$ cat config.mk
export PLATFORM = sky130hd
export DESIGN_NAME = mash_ndiv_gen
export DESIGN_NICKNAME = d
export VERILOG_FILES = /design/src/rtl/mash_pkg.sv /design/src/rtl/mash_cfg_regs.sv /design/src/rtl/mash_acc_stage.sv /design/src/rtl/mash_cancel.sv /design/src/rtl/mash_ndiv_gen.sv
export SDC_FILE = /design/constraint.sdc
export NUM_CORES = 1
export LEC_CHECK = 0
export BUFFER_PORTS_ARGS = -buffer_cell sky130_fd_sc_hd__buf_2
export CAP_MARGIN = 20
export CORE_ASPECT_RATIO = 1.1
export CORE_UTILIZATION = 41
export CTS_BUF_LIST = sky130_fd_sc_hd__clkbuf_2
export DETAILED_ROUTE_END_ITERATION = 10
export PLACE_DENSITY = 0.6
export SLEW_MARGIN = 20
export SYNTH_ARGS = -nofsm -noshare
export SYNTH_HDL_FRONTEND = slang
export SYNTH_HIERARCHICAL = 1
export SYNTH_SLANG_ARGS = --single-unit
$ cat constraint.sdc
create_clock -name clk -period 19.65 [get_ports clk]
set_input_delay 3.93 -clock clk [delete_from_list [all_inputs] [get_ports clk]]
set_output_delay 3.93 -clock clk [all_outputs]
set_load 0.1 [all_outputs]
$ cat src/rtl/mash_pkg.sv
// Shared types and constants for the divide-value generator.
// Assumes three cascaded accumulator stages and a 4-bit signed correction.
package mash_pkg;

    localparam int NUM_STAGES = 3;
    localparam int CORR_W     = 4;

    // Noise-shaping order; value encodes the number of active stages.
    typedef enum logic [1:0] {
        ORD_INT = 2'd0,
        ORD_1   = 2'd1,
        ORD_2   = 2'd2,
        ORD_3   = 2'd3
    } ord_e;

    // Staging register select for the write port.
    typedef enum logic [1:0] {
        SEL_N   = 2'd0,
        SEL_NUM = 2'd1,
        SEL_DEN = 2'd2,
        SEL_ORD = 2'd3
    } wsel_e;

endpackage

$ cat src/rtl/mash_cfg_regs.sv
// Staging and active copies of the programmed setting.
// Writes land in the staging copy; a load moves all four fields to the
// active copy in one edge. A write and a load in the same cycle: the load
// commits the staging values as they stood before that write.
module mash_cfg_regs
    import mash_pkg::*;
#(
    parameter int N_W     = 15,
    parameter int F_W     = 32,
    parameter int MIN_DIV = 12
) (
    input  logic           clk,
    input  logic           rst_n,
    input  logic           wr_en,
    input  logic [1:0]     wr_sel,
    input  logic [F_W-1:0] wr_data,
    input  logic           load,
    output logic [N_W-1:0] shd_n,
    output logic [N_W-1:0] act_n,
    output logic [F_W-1:0] act_num,
    output logic [F_W-1:0] act_den,
    output ord_e           act_ord
);

    localparam logic [N_W-1:0] RST_N = N_W'(MIN_DIV);

    logic [F_W-1:0] shd_num;
    logic [F_W-1:0] shd_den;
    ord_e           shd_ord;

    // Capture port writes into the staging copy.
    always_ff @(posedge clk) begin
        if (!rst_n) begin
            shd_n   <= RST_N;
            shd_num <= '0;
            shd_den <= F_W'(1);
            shd_ord <= ORD_INT;
        end else if (wr_en) begin
            case (wsel_e'(wr_sel))
                SEL_N:   shd_n   <= wr_data[N_W-1:0];
                SEL_NUM: shd_num <= wr_data;
                SEL_DEN: shd_den <= wr_data;
                SEL_ORD: shd_ord <= ord_e'(wr_data[1:0]);
                default: ;
            endcase
        end
    end

    // Commit the whole staging copy on a load strobe.
    always_ff @(posedge clk) begin
        if (!rst_n) begin
            act_n   <= RST_N;
            act_num <= '0;
            act_den <= F_W'(1);
            act_ord <= ORD_INT;
        end else if (load) begin
            act_n   <= shd_n;
            act_num <= shd_num;
            act_den <= shd_den;
            act_ord <= shd_ord;
        end
    end

endmodule

$ cat src/rtl/mash_acc_stage.sv
// One modulo-DEN accumulator. The next state and carry are combinational
// so stages chain within a single cycle; the state register clears on clr.
// Assumes x < den and state < den, so one subtraction always suffices.
module mash_acc_stage #(
    parameter int F_W = 32
) (
    input  logic           clk,
    input  logic           rst_n,
    input  logic           clr,
    input  logic [F_W-1:0] x,
    input  logic [F_W-1:0] den,
    output logic [F_W-1:0] acc_q,
    output logic [F_W-1:0] acc_nxt,
    output logic           carry
);

    logic [F_W:0] sum;
    logic [F_W:0] wrapped;

    // Add the input and fold back by the modulus when the sum reaches it.
    always_comb begin
        sum     = {1'b0, acc_q} + {1'b0, x};
        wrapped = sum - {1'b0, den};
        carry   = (sum >= {1'b0, den});
        acc_nxt = carry ? wrapped[F_W-1:0] : sum[F_W-1:0];
    end

    // Hold the accumulator state between reference cycles.
    always_ff @(posedge clk) begin
        if (!rst_n || clr) acc_q <= '0;
        else               acc_q <= acc_nxt;
    end

endmodule

$ cat src/rtl/mash_cancel.sv
// Error-cancelling recombination of the stage carries, selected by order.
// Keeps one delayed stage-2 carry and two delayed stage-3 carries; all
// history clears on clr so a restart begins from zero past.
module mash_cancel
    import mash_pkg::*;
(
    input  logic                     clk,
    input  logic                     rst_n,
    input  logic                     clr,
    input  logic [NUM_STAGES-1:0]    c_now,
    input  ord_e                     ord,
    output logic signed [CORR_W-1:0] corr
);

    logic c2_d1;
    logic c3_d1;
    logic c3_d2;
    logic signed [CORR_W-1:0] t1;
    logic signed [CORR_W-1:0] t2;
    logic signed [CORR_W-1:0] t3;

    // Delay line for the carries that the difference terms need.
    always_ff @(posedge clk) begin
        if (!rst_n || clr) begin
            c2_d1 <= 1'b0;
            c3_d1 <= 1'b0;
            c3_d2 <= 1'b0;
        end else begin
            c2_d1 <= c_now[1];
            c3_d1 <= c_now[2];
            c3_d2 <= c3_d1;
        end
    end

    // First, first-difference and second-difference terms.
    always_comb begin
        t1 = {{(CORR_W-1){1'b0}}, c_now[0]};
        t2 = {{(CORR_W-1){1'b0}}, c_now[1]} - {{(CORR_W-1){1'b0}}, c2_d1};
        t3 = {{(CORR_W-1){1'b0}}, c_now[2]}
           - {{(CORR_W-2){1'b0}}, c3_d1, 1'b0}
           + {{(CORR_W-1){1'b0}}, c3_d2};
    end

    // Pick how many terms contribute according to the order.
    always_comb begin
        case (ord)
            ORD_INT: corr = '0;
            ORD_1:   corr = t1;
            ORD_2:   corr = t1 + t2;
            default: corr = t1 + t2 + t3;
        endcase
    end

endmodule

$ cat src/rtl/mash_ndiv_gen.sv
// Top level: per-reference-cycle divide value for a fractional-N divider.
// Output register holds N plus the signed correction, floored at MIN_DIV
// with div_err marking a floored cycle. Assumes NUM < DEN and DEN >= 1.
module mash_ndiv_gen
    import mash_pkg::*;
#(
    parameter int N_W     = 15,
    parameter int F_W     = 32,
    parameter int MIN_DIV = 12
) (
    input  logic             clk,
    input  logic             rst_n,
    input  logic             wr_en,
    input  logic [1:0]       wr_sel,
    input  logic [F_W-1:0]   wr_data,
    input  logic             load,
    output logic [N_W:0]     div_out,
    output logic             div_err
);

    localparam int OUT_W = N_W + 1;
    localparam int SUM_W = N_W + 2;
    localparam logic signed [SUM_W-1:0] MIN_S = SUM_W'(MIN_DIV);

    logic [N_W-1:0] shd_n;
    logic [N_W-1:0] act_n;
    logic [F_W-1:0] act_num;
    logic [F_W-1:0] act_den;
    ord_e           act_ord;

    logic [NUM_STAGES-1:0][F_W-1:0] acc_q;
    logic [NUM_STAGES-1:0][F_W-1:0] acc_nxt;
    logic [NUM_STAGES-1:0][F_W-1:0] stg_in;
    logic [NUM_STAGES-1:0]          carry;

    logic signed [CORR_W-1:0] corr;
    logic signed [CORR_W-1:0] corr_use;
    logic [N_W-1:0]           base_n;
    logic signed [SUM_W-1:0]  total;
    logic                     below;

    mash_cfg_regs #(
        .N_W     (N_W),
        .F_W     (F_W),
        .MIN_DIV (MIN_DIV)
    ) u_cfg (
        .clk     (clk),
        .rst_n   (rst_n),
        .wr_en   (wr_en),
        .wr_sel  (wr_sel),
        .wr_data (wr_data),
        .load    (load),
        .shd_n   (shd_n),
        .act_n   (act_n),
        .act_num (act_num),
        .act_den (act_den),
        .act_ord (act_ord)
    );

    // Cascade: first stage takes NUM, each later one the previous new state.
    for (genvar g = 0; g < NUM_STAGES; g++) begin : g_stage
        if (g == 0) begin : g_head
            assign stg_in[g] = act_num;
        end else begin : g_tail
            assign stg_in[g] = acc_nxt[g-1];
        end

        mash_acc_stage #(
            .F_W (F_W)
        ) u_acc (
            .clk     (clk),
            .rst_n   (rst_n),
            .clr     (load),
            .x       (stg_in[g]),
            .den     (act_den),
            .acc_q   (acc_q[g]),
            .acc_nxt (acc_nxt[g]),
            .carry   (carry[g])
        );
    end

    mash_cancel u_cancel (
        .clk   (clk),
        .rst_n (rst_n),
        .clr   (load),
        .c_now (carry),
        .ord   (act_ord),
        .corr  (corr)
    );

    // On a load the new integer part goes out unchanged; otherwise add the correction.
    always_comb begin
        base_n   = load ? shd_n : act_n;
        corr_use = load ? '0 : corr;
        total    = $signed({2'b00, base_n})
                 + {{(SUM_W-CORR_W){corr_use[CORR_W-1]}}, corr_use};
        below    = (total < MIN_S);
    end

    // Register the divide value, flooring it and flagging the floored cycle.
    always_ff @(posedge clk) begin
        if (!rst_n) begin
            div_out <= OUT_W'(MIN_DIV);
            div_err <= 1'b0;
        end else begin
            div_out <= below ? OUT_W'(MIN_DIV) : total[OUT_W-1:0];
            div_err <= below;
        end
    end

endmodule

Word level (Yosys, flattened, before mapping)
Index checks and enable logic that the tools add are counted.
Word-level totals
  flip-flop bits (word level): 278
  output and inout bits: 17
  input port bits: 38
  logic and storage cells: 53
Operators by class
  reductions and logical operators: 9
  bitwise gates (word level): 1
  muxes and demuxes: 6
  add/sub/neg operators: 12
  equal/unequal tests: 5
  order comparisons: 4
Operators with widths (count)
  adder 32 x 32 -> 33 bit: 3
  >= comparator 33 x 32 -> 1 bit: 3
  2-to-1 mux 32 bit: 3
  subtractor 32 bit: 3
  adder 16 x 4 -> 17 bit: 1
  < comparator 17 x 5 -> 1 bit, second input constant: 1
  2-to-1 mux 15 bit: 1
  one-hot mux 4 bit (3 select lines): 1
  AND reduction 2 bit: 4
  == test 2 bit, second input constant: 3
  adder 2 x 4 -> 4 bit: 1
  adder 4 x 1 -> 4 bit: 1
  adder 4 bit: 1
  == test 2 x 1 -> 1 bit, second input constant: 2
  logical NOT 2 bit: 2
  2-to-1 mux 4 bit: 1
  subtractor 1 x 2 -> 3 bit: 1
  OR reduction 2 bit: 1
  subtractor 1 x 1 -> 2 bit: 1
  logical NOT 1 bit: 1
  logical OR 1 bit: 1
  inverter 1 bit: 1

Longest topological paths before layout
Gate-level depths: netlist (run 1).
  depth in word-level cells: 16
  mapped depth: 80

Hierarchy
Netlist (run 1), hierarchy kept.
By module, submodules not included
  mash_acc_stage at g_stage[1].u_acc ...: area an instance 5459.0 sq um, cells an instance 756, times used 2
  mash_cfg_regs: area an instance 5878.1 sq um, cells an instance 564, times used 1
  mash_acc_stage at g_stage[0].u_acc: area an instance 4894.7 sq um, cells an instance 653, times used 1
  mash_ndiv_gen: area an instance 1779.2 sq um, cells an instance 220, times used 1
  mash_cancel: area an instance 307.8 sq um, cells an instance 35, times used 1

Worst setup path before layout (run 1)
Ideal clock, no wire load.
  path kind: reg-to-reg
  start: register g_stage[0].u_acc.acc_q[12]
  end: register div_out[10]
  path buffers: 6
  data required time: 19.572 ns
  stages on the path, launching flop included: 73
  path slack: 4.314 ns
  data arrival time: 15.258 ns
  cell sequence: dfxtp_1 -> ha_1 -> a21o_1 -> a31o_1 -> or3_4 -> a221oi_4 -> a31oi_4 -> or4b_1 -> and3_1 -> ha_1 -> clkbuf_1 -> a21o_1 -> a21oi_1 -> nor2_1 -> nor3_1 -> o221a_2 -> inv_2 -> buf_12 -> (+37 left out) -> nor2_8 -> inv_4 -> buf_6 -> fa_1 -> inv_1 -> fa_1 -> nand2_1 -> o211a_1 -> nand2_1 -> fa_1 -> nand2b_1 -> a211o_1 -> a211oi_1 -> o211ai_1 -> a21boi_2 -> mux2i_4 -> nand2_2 -> nor3_1
RTL lines
  start, declared: line mash_acc_stage.sv:12  | output logic [F_W-1:0] acc_q,
  start signal, assigned: line mash_acc_stage.sv:31  | else acc_q <= acc_nxt;
  end signal, assigned: line mash_ndiv_gen.sv:103  | div_out <= OUT_W'(MIN_DIV);
  end signal, assigned: line mash_ndiv_gen.sv:106  | div_out <= below ? OUT_W'(MIN_DIV) : total[OUT_W-1:0];
  end, declared: line mash_ndiv_gen.sv:17  | output logic [N_W:0] div_out,

==> results of run 1 <==
-- worst max-delay path, delay by kind of cell (launching register included) --
| family | cells | cell delay (ns) |
|---|---|---|
| AO/OA/AOI/OAI | 35 | 8.07 |
| adder cells (fa/ha/maj) | 11 | 3.97 |
| buffers and inverters | 8 | 1.92 |
| flip-flops | 1 | 0.33 |
| multiplexers | 1 | 0.41 |
| AND/OR/NAND/NOR | 17 | 3.47 |
-- worst max path at each step --
| stage | startpoint | to | slack [ns] | depth (start not counted) |
|---|---|---|---|---|
| 3_3_place_gp | u_cfg/act_num[2]$_SDFFE_PN0P_ | div_out[1]$_SDFF_PP0_ | 0.75 | 69 |
| 5_1_grt | g_stage[0].u_acc/acc_q[8]$_SDFF_PP0_ | div_out[10]$_SDFF_PP0_ | 0.01 | 70 |
| 4_1_cts | u_cfg/act_num[0]$_SDFFE_PN0P_ | div_out[11]$_SDFF_PP0_ | 0.39 | 70 |
| 6_report | g_stage[0].u_acc/acc_q[0]$_SDFF_PP0_ | div_out[1]$_SDFF_PP0_ | 1.09 | 72 |
| 2_1_floorplan | g_stage[0].u_acc/acc_q[12]$_SDFF_PP0_ | div_out[10]$_SDFF_PP0_ | 4.42 | 72 |
| 3_5_place_dp | u_cfg/act_num[0]$_SDFFE_PN0P_ | div_out[11]$_SDFF_PP0_ | 0.57 | 68 |
-- metrics by stage --
step / hold WS [ns] / cells / setup WS, ns / instance area, µm²
floorplan: 0.4344 / 2952 / 4.416 / 23610
global placement: 0.4429 / 3631 / 0.7497 / 24190
detailed placement: 0.4512 / 3631 / 0.5670 / 24190
CTS: 0.4669 / 3767 / 0.3884 / 24910
global route: 0.4801 / 3772 / 0.01099 / 24970
finish: 0.4659 / 3774 / 1.091 / 24980
-- layout make-up --
type,count,area [µm²]
diodes,7,17.52
clock buffers,99,495.5
fillers,5746,31500
well taps,744,930.9
multi-input cells,2371,16690
inverters,165,626.9
repair buffers,73,421.7
clock inverters,37,226.5
flip-flops and latches,278,5565
-- per-layer routing --
metal	track usage, %	vias up
li1	-	10752
met1	31.30	10555
met2	44.13	704
met5	0	-
met3	3.770	182
met4	13.00	2
-- timing repair --
action,CTS,global route
hold endpoints to repair,0,0
gates resized for setup,0,11
setup endpoints to repair,0,17
-- registers in the layout, summed over array words and instances, names as in the netlist, 2 cells and up --
name,cells
div_out,16
u_cfg/shd_den,32
u_cfg/act_den,32
u_cfg/act_ord,2
u_cfg/act_num,32
u_cfg/shd_n,15
u_cfg/shd_num,32
g_stage.u_acc/acc_q,96
u_cfg/shd_ord,2
u_cfg/act_n,15
==> qor.yml, run 1 <==
drv_slew: 0
maxCapViolations: 0
drt-pass1-iter-count: 7
syn_nets: 3203
rsz0062_at_grt: "no"
top_layer_used: "met5"
setup_violations: 0
syn_area_per_cell_um2: 7.997
drtAntennaViolNets: 0
track_usage_pct: 25.77
cts_buffers: 76
dieArea_um2: 58540
cts_tree: "built"
place.gp.congestion: 0.9462
rr_endpoint: "div_out[1]$_SDFF_PP0_"
cpMostUsedCell: "ha_1"
numPortBuffers: 54
drt-initial-drc-count: 1444
finalCritPeriodShare_pct: 94.45
routed_wl_um: 76550
tightest_slew_ns: 0.9595
mostFrequentLayoutCells: "278 x dfxtp_1, 277 x nand2_1, 256 x nor2_1, 241 x a21oi_1, 204 x ha_1"
met2WireLength_um: 36240
tns_ns: 0
syn2layout_area_growth_pct: 5.804
grt_pass1_wl_um: 118900
worst-path-max-fanout: 29
crit_required_ns: 20.49
antenna_found_initial: 4
rows: 91
slew_headroom_pct: 35.65
cts_buffer_depth: 3
grt_max_degree: 77
cp_slowest_cell: "a2111o_1"
critPathLaunchType: "flop"
coreArea_um2: 56470
hold_start: "u_cfg/shd_num[26]$_SDFFE_PN0P_"
grt_pass1_vias: 21723
routedLengthMet1_um: 32940
final_util_pct: 44.23
arrival_ns: 19.40
via_count: 22195
via_per_inst: 5.881
hpwl_um: 60140
postCtsHoldBufs: 0
finalHoldViolations: 0
endpoint_kind: "flop"
min_period_ns: 18.56
syn_area_um2: 23610
clock_latency_ns: 1.11
io_pins: 55
wire_per_inst_um: 20.28
final_common_cell: "dfxtp_1"
skew_ns: 0.1132
met3_length_um: 3714
hp-class: "reg2reg"
cts.sinks: 278
postCtsSetupBuffers: 0
start_util_pct: 41.80
drive_gt1_share_pct: 10.32
min_to: "u_cfg/shd_num[26]$_SDFFE_PN0P_"
nets: 3216
timing.rr.start: "g_stage[0].u_acc/acc_q[0]$_SDFF_PP0_"
cts.reportedPaths.clkPinSlew_ns: 0.12
die_w_um: 230.8
htree_levels: 3
reg2reg_depth: 72
critPathMaxStageDelay_ns: 0.52
overflow: 0
drcViolationCount: 0
fp.dieH_um: 253.7
rrSetupSlack_ns: 1.09
status: "finished clean"
hold_depth: 2
ys_warn_count: 6
cts_root_buffer: "clkbuf_2"
critPathKind: "reg2reg"
syn_inst: 2952
timing.fmax_mhz: 53.88
Power of run 1 is not shown: default switching activity piles up to over one toggle a cycle in this logic, so the estimate is an artifact.
==> run 2: changes to the inputs <==
- BUFFER_PORTS_ARGS: -buffer_cell sky130_fd_sc_hd__buf_2 -> -buffer_cell sky130_fd_sc_hd__buf_4
- PLACE_DENSITY: 0.6 -> 0.62
- SETUP_SLACK_MARGIN: default -> 0.02
- clock period: 19.65 -> 16.1 ns (I/O delays scaled with it)
==> qor.yml, run 2 (same netlist as run 1, synthesis figures left out) <==
dp_cells: 4101  # was 3631
grt_max_degree: 80  # was 77
via_per_inst: 5.606  # was 5.881
mostFrequentLayoutCells: "565 x buf_4, 277 x nand2_1, 275 x dfxtp_1, 251 x nor2_1, 224 x a21oi_1"  # was 278 x dfxtp_1, 277 x nand2_1, 256 x nor2_1, 241 x a21oi_1, 204 x ha_1
slew_headroom_pct: 25.51  # was 35.65%
cts_buffer_depth: 3  # unchanged
status: "finished clean"  # unchanged
rr_endpoint: "div_out[3]$_SDFF_PP1_"  # was div_out[1]$_SDFF_PP0_
largest_register_ffs: 96  # unchanged
cts_tree: "built"  # unchanged
hold_start: "u_cfg/shd_num[1]$_SDFFE_PN0P_"  # was u_cfg/shd_num[26]$_SDFFE_PN0P_
drt-pass1-iter-count: 5  # was 7
nets: 3717  # was 3216
endpoint_kind: "flop"  # unchanged
rows: 91  # unchanged
cts.sinks: 278  # unchanged
clock_latency_ns: 1.08  # was 1.11 ns
critPathLaunchType: "flop"  # unchanged
setup_violations: 0  # unchanged
wire_per_inst_um: 19.23  # was 20.28 µm
stdcell_count: 4264  # was 3774
start_util_pct: 41.80  # unchanged
drive_gt1_share_pct: 26.45  # was 10.32%
place.gp.congestion: 0.9759  # was 0.9462
hold_depth: 2  # unchanged
reg2reg_depth: 67  # was 72
cts.reportedPaths.clkPinSlew_ns: 0.12  # about the same
die_w_um: 230.8  # unchanged
hp-class: "reg2reg"  # unchanged
cpMostUsedCell: "ha_1"  # unchanged
drcViolationCount: 0  # unchanged
min_to: "u_cfg/act_num[1]$_SDFFE_PN0P_"  # was u_cfg/shd_num[26]$_SDFFE_PN0P_
routed_wl_um: 82010  # was 76550 µm
numPortBuffers: 54  # unchanged
track_usage_pct: 27.30  # was 25.77%
tightest_slew_ns: 1.117  # was 0.9595 ns
critPathKind: "reg2reg"  # unchanged
antenna_found_initial: 2  # was 4
crit_buf_inv: 8  # unchanged
postCtsHoldBufs: 0  # unchanged
grt_pass1_wl_um: 126400  # was 118900 µm
final_util_pct: 52.44  # was 44.23%
fp.dieH_um: 253.7  # unchanged
finalHoldViolations: 0  # unchanged
via_count: 23905  # was 22195
skew_ns: 0.1070  # was 0.1132 ns
cts_root_buffer: "clkbuf_2"  # unchanged
rrSetupSlack_ns: 0.51  # was 1.09 ns
dieArea_um2: 58540  # unchanged
maxCapViolations: 0  # unchanged
htree_levels: 3  # unchanged
drv_slew: 0  # unchanged
critPathMaxStageDelay_ns: 0.52  # about the same
crit_required_ns: 17.01  # was 20.49 ns
timing.fmax_mhz: 64.16  # was 53.88 MHz
min_period_ns: 15.59  # was 18.56 ns
drt-initial-drc-count: 1514  # was 1444
coreArea_um2: 56470  # unchanged
grt_pass1_vias: 23671  # was 21723
syn2layout_area_growth_pct: 25.46  # was 5.804%
drtAntennaViolNets: 0  # unchanged
timing.rr.start: "g_stage[0].u_acc/acc_q[12]$_SDFF_PP0_"  # was g_stage[0].u_acc/acc_q[0]$_SDFF_PP0_
finalCritPeriodShare_pct: 96.80  # was 94.45%
io_pins: 55  # unchanged
hpwl_um: 65030  # was 60140 µm
cts_buffers: 75  # was 76
crit_family: "compound AO/OA/AOI/OAI gates"  # unchanged
overflow: 0  # unchanged
final_common_cell: "buf_4"  # was dfxtp_1
arrival_ns: 16.49  # was 19.40 ns
top_register: "g_stage.u_acc/acc_q"  # unchanged
worst-path-max-fanout: 15  # was 29
cp_slowest_cell: "a2111o_1"  # unchanged
run 2: cell count changes in the layout (fill, tap and decap cells not counted), sizes merged:
cell    delta
diode      -3
bufinv     -2
clkinv     -8
inv        -1
buf      +502
clkbuf     +2
run 2: how the worst max path moves through the flow:
stage | startpoint | end | slack (ns) | cells after the start
2_1_floorplan | g_stage[0].u_acc/acc_q[12]$_SDFF_PP0_ | div_out[10]$_SDFF_PP0_ | 0.87 | 72
3_3_place_gp | u_cfg/act_num[2]$_SDFFE_PN0P_ | div_out[10]$_SDFF_PP0_ | -1.30 | 69
3_5_place_dp | u_cfg/act_num[2]$_SDFFE_PN0P_ | div_out[10]$_SDFF_PP0_ | -1.34 | 68
4_1_cts | g_stage[0].u_acc/acc_q[12]$_SDFF_PP0_ | div_out[0]$_SDFF_PP0_ | 0.02 | 70
5_1_grt | u_cfg/act_num[12]$_SDFFE_PN0P_ | div_out[0]$_SDFF_PP0_ | -0.02 | 73
6_report | g_stage[0].u_acc/acc_q[12]$_SDFF_PP0_ | div_out[3]$_SDFF_PP1_ | 0.51 | 67
run 2: repair_timing:
item,in CTS,in global routing
setup endpoints to repair,17,17
setup buffers,12,20
gates resized for setup,57,130
pin swaps,23,65
run 2: cell type report:
cell class | count | area [µm²]
clock buffers | 101 | 505.5
flip-flops and latches | 278 | 5569
diodes | 4 | 10.01
well taps | 744 | 930.9
multi-input cells | 2371 | 17450
repair buffers | 575 | 4393
inverters | 165 | 631.9
fillers | 5362 | 26860
clock inverters | 26 | 122.6
run 2: per-layer routing:
layer  track usage, %  share of wire [%]  wire (µm)
met1            33.30                 44      35760
met2            47.84                 48      39280
met3            3.434                4.6       3748
met4            11.92                3.9       3204
met5                0              0.016         13
run 2: per-stage QoR:
step	TNS (ns)	hold slack, ns	worst slack, ns	cell area [µm²]
floorplan	0	0.4344	0.8660	23610
global placement	-18.15	0.4425	-1.300	27900
detailed placement	-18.84	0.4494	-1.342	27900
CTS	0	0.4391	0.02263	28870
global route	-0.03305	0.4668	-0.02196	29610
finish	0	0.4614	0.5144	29620
run 2: tightest hold or removal path, cell delays in order (launching register included):
cell and delay, ns:
dfxtp_1 0.34, mux2i_1 0.07, nor2_1 0.07
Power of run 2 is left out for the same reason.
